$ cat config.mk
export PLATFORM = sky130hd
export DESIGN_NAME = lfc_counter_core
export DESIGN_NICKNAME = d
export VERILOG_FILES = /design/src/rtl/lfc_pkg.sv /design/src/rtl/lfc_regs.sv /design/src/rtl/lfc_count.sv /design/src/rtl/lfc_flags.sv /design/src/rtl/lfc_counter_core.sv
export SDC_FILE = /design/constraint.sdc
export NUM_CORES = 1
export LEC_CHECK = 0
export BUFFER_PORTS_ARGS = -buffer_cell sky130_fd_sc_hd__buf_2
export CORE_MARGIN = 2
export CORE_UTILIZATION = 57
export DETAILED_ROUTE_END_ITERATION = 7
export MAX_ROUTING_LAYER = met4
export PLACE_DENSITY = 0.82
export SLEW_MARGIN = 25
export SYNTH_ARGS = -nofsm -noshare
export SYNTH_HDL_FRONTEND = slang
export SYNTH_SLANG_ARGS = --single-unit
$ cat constraint.sdc
create_clock -name clk -period 3.4 [get_ports clk]
set_input_delay 0.17 -clock clk [delete_from_list [all_inputs] [get_ports clk]]
set_output_delay 0.17 -clock clk [all_outputs]
set_load 0.01 [all_outputs]
$ cat src/rtl/lfc_pkg.sv
package lfc_pkg;
  // control word layout
  typedef struct packed {
    logic top_sel;   // bit 2: compare 0 is the wrap point
    logic dbg_run;   // bit 1: keep counting under debug halt
    logic enable;    // bit 0: counter runs
  } lfc_ctrl_t;

  localparam int FLG_OVF = 0;  // flag index of the wrap event
  localparam int FLG_CMP = 1;  // flag index of compare channel 0
endpackage

$ cat src/rtl/lfc_regs.sv
module lfc_regs #(
  parameter int CNT_W = 24,
  parameter int BUS_W = 32,
  parameter int CMP_N = 2,
  parameter int IDX_W = 2,
  parameter int FLG_W = CMP_N + 1
) (
  input  logic                         clk,
  input  logic                         rst_n,
  input  logic                         ctrl_wr,
  input  lfc_pkg::lfc_ctrl_t           ctrl_wdata,
  input  logic                         cmp_wr,
  input  logic [IDX_W-1:0]             cmp_widx,
  input  logic [BUS_W-1:0]             cmp_wdata,
  input  logic [IDX_W-1:0]             cmp_ridx,
  input  logic                         ien_wr,
  input  logic [FLG_W-1:0]             ien_wdata,
  output lfc_pkg::lfc_ctrl_t           ctrl_q,
  output logic [CMP_N-1:0][CNT_W-1:0]  cmp_q,
  output logic [FLG_W-1:0]             ien_q,
  output logic [CNT_W-1:0]             cmp_rdata
);
  localparam logic [BUS_W-1:0] KEEP = BUS_W'((64'd1 << CNT_W) - 64'd1);

  function automatic logic [CNT_W-1:0] fit_value(input logic [BUS_W-1:0] raw);
    return CNT_W'(raw & KEEP);
  endfunction

  always_ff @(posedge clk or negedge rst_n) begin
    if (!rst_n) begin
      ctrl_q <= '0;
      ien_q  <= '0;
    end else begin
      if (ctrl_wr) ctrl_q <= ctrl_wdata;
      if (ien_wr)  ien_q  <= ien_wdata;
    end
  end

  for (genvar ch = 0; ch < CMP_N; ch++) begin : g_cmp
    always_ff @(posedge clk or negedge rst_n) begin
      if (!rst_n)
        cmp_q[ch] <= '0;
      else if (cmp_wr && cmp_widx == IDX_W'(ch))
        cmp_q[ch] <= fit_value(cmp_wdata);
    end
  end

  always_comb begin
    cmp_rdata = '0;
    for (int ch = 0; ch < CMP_N; ch++)
      if (cmp_ridx == IDX_W'(ch)) cmp_rdata = cmp_q[ch];
  end

  assert_cmp0_store_R3: assert property (@(posedge clk) disable iff (!rst_n)
    (cmp_wr && cmp_widx == '0) |=> (cmp_q[0] == $past(cmp_wdata[CNT_W-1:0])));

  assert_bad_index_write_R10: assert property (@(posedge clk) disable iff (!rst_n)
    (cmp_wr && cmp_widx >= IDX_W'(CMP_N)) |=> $stable(cmp_q));
endmodule

$ cat src/rtl/lfc_count.sv
module lfc_count #(
  parameter int CNT_W = 24
) (
  input  logic             clk,
  input  logic             rst_n,
  input  logic             enable,
  input  logic             dbg_run,
  input  logic             top_sel,
  input  logic             dbg_halt,
  input  logic [CNT_W-1:0] top_cmp,
  output logic [CNT_W-1:0] count,
  output logic [CNT_W-1:0] count_nxt,
  output logic             step,
  output logic             wrap_evt
);
  localparam logic [CNT_W-1:0] ALL1 = '1;

  function automatic logic [CNT_W-1:0] wrap_point(input logic sel,
                                                  input logic [CNT_W-1:0] c0);
    return sel ? c0 : ALL1;
  endfunction

  function automatic logic at_limit(input logic [CNT_W-1:0] cur,
                                    input logic [CNT_W-1:0] lim);
    return (cur == lim) || (cur == ALL1);
  endfunction

  logic [CNT_W-1:0] limit;

  always_comb begin
    limit     = wrap_point(top_sel, top_cmp);
    step      = enable && (!dbg_halt || dbg_run);
    wrap_evt  = step && at_limit(count, limit);
    count_nxt = at_limit(count, limit) ? '0 : count + CNT_W'(1);
  end

  always_ff @(posedge clk or negedge rst_n) begin
    if (!rst_n)       count <= '0;
    else if (!enable) count <= '0;
    else if (step)    count <= count_nxt;
  end

  assert_off_is_zero_R4: assert property (@(posedge clk) disable iff (!rst_n)
    !enable |=> (count == '0));

  assert_halt_holds_R5: assert property (@(posedge clk) disable iff (!rst_n)
    (enable && dbg_halt && !dbg_run) |=> $stable(count));

  assert_top_wrap_R2: assert property (@(posedge clk) disable iff (!rst_n)
    (step && top_sel && count == top_cmp) |=> (count == '0));

  assert_wrap_lands_zero_R1: assert property (@(posedge clk) disable iff (!rst_n)
    wrap_evt |=> (count == '0));
endmodule

$ cat src/rtl/lfc_flags.sv
module lfc_flags #(
  parameter int FLG_W = 3
) (
  input  logic             clk,
  input  logic             rst_n,
  input  logic [FLG_W-1:0] set_evt,
  input  logic             clr_wr,
  input  logic [FLG_W-1:0] clr_mask,
  input  logic [FLG_W-1:0] ien,
  output logic [FLG_W-1:0] flags,
  output logic             irq
);
  logic [FLG_W-1:0] clr_eff;

  always_comb begin
    clr_eff = clr_wr ? clr_mask : '0;
    irq     = |(flags & ien);
  end

  always_ff @(posedge clk or negedge rst_n) begin
    if (!rst_n) flags <= '0;
    else        flags <= (flags & ~clr_eff) | set_evt;
  end

  assert_set_sticks_R7: assert property (@(posedge clk) disable iff (!rst_n)
    (set_evt != '0) |=> ((flags & $past(set_evt)) == $past(set_evt)));

  assert_clear_works_R8: assert property (@(posedge clk) disable iff (!rst_n)
    clr_wr |=> ((flags & $past(clr_mask & ~set_evt)) == '0));
endmodule

$ cat src/rtl/lfc_counter_core.sv
module lfc_counter_core #(
  parameter int CNT_W = 24,
  parameter int BUS_W = 32,
  parameter int CMP_N = 2,
  parameter int IDX_W = 2
) (
  input  logic             clk,
  input  logic             rst_n,
  input  logic             dbg_halt,
  input  logic             ctrl_wr,
  input  logic [2:0]       ctrl_wdata,
  input  logic             cmp_wr,
  input  logic [IDX_W-1:0] cmp_widx,
  input  logic [BUS_W-1:0] cmp_wdata,
  input  logic [IDX_W-1:0] cmp_ridx,
  output logic [CNT_W-1:0] cmp_rdata,
  input  logic             ien_wr,
  input  logic [CMP_N:0]   ien_wdata,
  input  logic             clr_wr,
  input  logic [CMP_N:0]   clr_mask,
  output logic [CNT_W-1:0] count,
  output logic [CMP_N:0]   flags,
  output logic             irq
);
  localparam int FLG_W = CMP_N + 1;

  lfc_pkg::lfc_ctrl_t          ctrl_q;
  logic [CMP_N-1:0][CNT_W-1:0] cmp_q;
  logic [FLG_W-1:0]            ien_q;
  logic [CNT_W-1:0]            count_nxt;
  logic                        step;
  logic                        wrap_evt;
  logic [FLG_W-1:0]            set_evt;

  lfc_regs #(.CNT_W(CNT_W), .BUS_W(BUS_W), .CMP_N(CMP_N), .IDX_W(IDX_W),
             .FLG_W(FLG_W)) u_regs (
    .clk        (clk),
    .rst_n      (rst_n),
    .ctrl_wr    (ctrl_wr),
    .ctrl_wdata (lfc_pkg::lfc_ctrl_t'(ctrl_wdata)),
    .cmp_wr     (cmp_wr),
    .cmp_widx   (cmp_widx),
    .cmp_wdata  (cmp_wdata),
    .cmp_ridx   (cmp_ridx),
    .ien_wr     (ien_wr),
    .ien_wdata  (ien_wdata),
    .ctrl_q     (ctrl_q),
    .cmp_q      (cmp_q),
    .ien_q      (ien_q),
    .cmp_rdata  (cmp_rdata)
  );

  lfc_count #(.CNT_W(CNT_W)) u_count (
    .clk       (clk),
    .rst_n     (rst_n),
    .enable    (ctrl_q.enable),
    .dbg_run   (ctrl_q.dbg_run),
    .top_sel   (ctrl_q.top_sel),
    .dbg_halt  (dbg_halt),
    .top_cmp   (cmp_q[0]),
    .count     (count),
    .count_nxt (count_nxt),
    .step      (step),
    .wrap_evt  (wrap_evt)
  );

  // per-event wires: overflow at FLG_OVF, channel ch at FLG_CMP+ch
  assign set_evt[lfc_pkg::FLG_OVF] = wrap_evt;
  for (genvar ch = 0; ch < CMP_N; ch++) begin : g_match
    assign set_evt[lfc_pkg::FLG_CMP + ch] = step && (count_nxt == cmp_q[ch]);
  end

  lfc_flags #(.FLG_W(FLG_W)) u_flags (
    .clk      (clk),
    .rst_n    (rst_n),
    .set_evt  (set_evt),
    .clr_wr   (clr_wr),
    .clr_mask (clr_mask),
    .ien      (ien_q),
    .flags    (flags),
    .irq      (irq)
  );

  assert_match_flag_R7: assert property (@(posedge clk) disable iff (!rst_n)
    (ctrl_q.enable && step && count_nxt == cmp_q[0]) |=> (flags[lfc_pkg::FLG_CMP] && count == $past(cmp_q[0])));
endmodule

==> metrics.md <==
| Metric | Value |
|---|---|
| Number of synthesized flops with an enable pin | 0 |
| Clock root buffer | sky130_fd_sc_hd__clkbuf_8 |
| Antenna violations before repair | 0 |
| Final hold vios | 0 |
| Total CTS buffers | 9 |
| Number of buffer and inverter stages on the critical path | 1 |
| MaxCap Viol Count | 0 |
| Maximum VDD drop | 316.8 uV |
| Overall die height | 103.3 um |
| Clock tree from TritonCTS | yes |
| Max Fanout on Critical Path | 14 |
| Fraction of layout cells with a size suffix above 1 | ~29% |
| Critical Path Max Stage Delay | 0.51 ns |
| Outcome | complete, no violations |
| Number of setup buffers added after CTS | 0 |
| Most common cell after layout, fill and taps aside | sky130_fd_sc_hd__buf_2 |
| Number of detailed-routing iterations run before antenna repair | 6 |
| Max-slew violation total from the final report | 0 |
| Top library cells by usage in the layout, fill and taps aside | sky130_fd_sc_hd__buf_2, sky130_fd_sc_hd__dfrtp_1, sky130_fd_sc_hd__nand2_1 |
| PortBufs | 95 |
| Setup repair after global routing missed its margin | false |
| Number of synthesized register bits | just over 80 |
| Number of remaining DRC errors | 0 |
| Antenna Nets Post-Route | 0 |
| Final nets | approximately 770 |
| Setup-violating endpoint count in the final report | 0 |
| Area of the die | about 0.011 mm2 |
| Average via count per standard cell | roughly 6.5 |
| Rel. slew slack | ~32% |
| Req. time, crit path | 3.67 ns |
| Chain of cells forming the critical path | and4_2, nand4_2, buf_4, or4_1, xor2_1, a22o_1, nor3_2, nand4_1, a2111o_1, o31ai_1 |
| Number of H-tree levels | 3 |
| Number of vias after detailed routing | 5,510 |
| Hold Path Class | primary input to flop |
| Pin count of the biggest net entering global routing | 82 |
| Launching element type of the critical path | flop |
| Area Growth Syn to Fin | 16.92% |
| CP max-delay cell | sky130_fd_sc_hd__dfrtp_1 |
| Buffer levels on the longest clock path | 2 |
| Number of distinct library cell variants in the gate-level netlist after synthesis | 67 |
| Number of core rows | 36 |
| Shortest clock period the worst path allows after layout | approximately 3.3 ns |
| Proportion of synthesized chip area in sequential cells | ~36% |
| Half-perimeter wire length after placement | around 14,000 um |
| Least setup slack across all paths after layout | 0.1424 ns |
| Routability Congestion | about 1 |
| Pwr dens | between 400 and 500 mW/mm2 |
| Core area | 0.009684 mm2 |
| Leakage power | approximately 3 nW |
| Final critical-path share of the clock period | 95.81% |
| Source-to-sink clock delay at the later pin of the worst-skew pair | 0.37 ns |
| Asr flop ratio synth | 100.0% |
| Setup crit end kind | flop |
| Mapped Avg Cell Area | roughly 8.9 um2 |
| Average wire length per cell after detail routing | between 20 and 25 um |
| Number of global-route vias before repair | 4,931 |
| Final clock skew | about 0.01 ns |
| Die width | a little over 100 um |
| Yosys warnings | 0 |
| Accumulated negative setup slack | 0 ns |
| Cell count after synthesis | roughly 630 |
| Peak Freq | between 0.3 and 0.4 GHz |
| Antenna Cells | 0 |
| Global-route total usage across every layer | approximately 36% |
| Total detailed-routing wirelength | 18,250 um |
| Worst slew pin tran | 1.016 ns |
| Wire length of the first global-routing pass | approximately 28,000 um |
| Worst Setup Path Type | flop to flop |
| Data arrival time of the critical path | 3.53 ns |
| Dominant register cell in the synthesized netlist | sky130_fd_sc_hd__dfrtp_1 |
| Setup Slack @ Placement | about 0.17 ns |
| Crit-path leading delay family | simple AND/OR/NAND/NOR gates |
| Remaining global-route overflow | 0 |
| Number of sinks driven by the clock tree | 81 |
| Count of boundary I/O pins | roughly 100 |
| Synth Cell Area | around 0.0056 mm2 |
| Post-CTS clock slew at the launch and capture registers of the worst setup and hold paths | about 0.090 ns |
| Effective utilization at floorplan | between 50% and 60% |
| Total nets after synthesis | approximately 700 |
| Iteration-0 DRC Markers | around 480 |
## cell type report
type,count,area (um2)
tap,133,166.4
clock inverter,6,92.59
fill,811,3113
sequential,81,2027
multi-input combinational,483,3347
timing repair buffer,132,777.0
inverter,9,33.78
clock buffer,10,127.6
## through the flow
step	area (um2)	hold slack [ns]	std cells	util, %	total power [mW]
2_1_floorplan	5620	-0.1256	631	-	1.668
3_3_place_gp	6305	0.3757	836	65.10	1.952
3_5_place_dp	6305	0.3789	836	65.10	1.981
4_1_cts	6535	0.01237	853	67.48	2.779
5_1_grt	6571	0.02463	854	67.86	2.914
6_report	6571	0.02813	854	67.86	2.790
## what timing repair did
action | 4_1_cts | 5_1_grt
hold endpoints to repair | 1 | 81
endpoints found under the setup margin | 0 | 2
gates resized for setup | 0 | 5
hold buffers | 1 | 1
## synth_stat cells (all sizes together) (12+ instances only)
library cell	number	share of area (%)
nand3	25	2.3
nor3	12	1.2
nor2	58	3.9
clkbuf	45	3.1
dfrtp	81	36
xor2	28	4.4
o21ai	41	3.7
xnor2	14	2.2
o31ai	18	2.5
buf	13	1.2
a21oi	25	2.2
mux2i	26	4.6
mux2	51	10
nand2	62	4.1
## tightest hold or removal path: cells and delay by family
family,cells,cell delay [ns]
buffers and inverters,1,0.09
AOI/OAI and AO/OA,1,0.06
and+or+nand+nor,1,0.04
## kinds of logic after synthesis
| family | Yosys count | share of synthesized area, % |
|---|---|---|
| simple gates | 221 | 20.24 |
| buf+inv | 67 | 4.920 |
| fa+ha+maj | 1 | 0.2226 |
| flops | 81 | 36.06 |
| compound gates | 142 | 17.16 |
| mux | 77 | 14.85 |
| xor+xnor | 42 | 6.545 |
## per-layer routing
layer / share of wire (%) / global-route usage (%) / wire length [um]
met1: 42 / 46.72 / 7632
met2: 48 / 57.24 / 8762
met3: 7.0 / 4.704 / 1283
met4: 3.1 / 12.45 / 567
met5: 0 / - / 0
## flip-flops by register name (all words and copies together), names as in the netlist
signal,flops
u_count.count,24
u_flags.flags,3
u_regs.cmp_q,48
u_regs.ctrl_q,3
u_regs.ien_q,3
## power by group
part | total, mW | leakage [nW] | internal (mW) | switching, mW
logic | 0.675 | 1.86 | 0.334 | 0.341
registers | 1.31 | 1.02 | 1.08 | 0.235
clock network | 0.801 | 0.103 | 0.416 | 0.385
total | 2.79 | 2.98 | 1.83 | 0.961
## path summary, 6_finish.rpt
| path | start | endpoint | slack (ns) | cells after the start |
|---|---|---|---|---|
| setup / recovery | u_count.count[5] | u_flags.flags[1] | 0.14 | 10 |
| hold / removal | cmp_wdata[14] | u_regs.cmp_q[14] | 0.03 | 3 |
| setup reg to reg | u_count.count[5] | u_flags.flags[1] | 0.14 | 10 |
| hold reg to reg | u_regs.ctrl_q[1] | u_regs.ctrl_q[1] | 0.51 | 1 |
| max in group asynchronous | rst_n | u_regs.cmp_q[44] | 2.48 | 2 |
| min in group asynchronous | rst_n | u_count.count[23] | 0.42 | 2 |
Power figures use the tool's default switching activity.
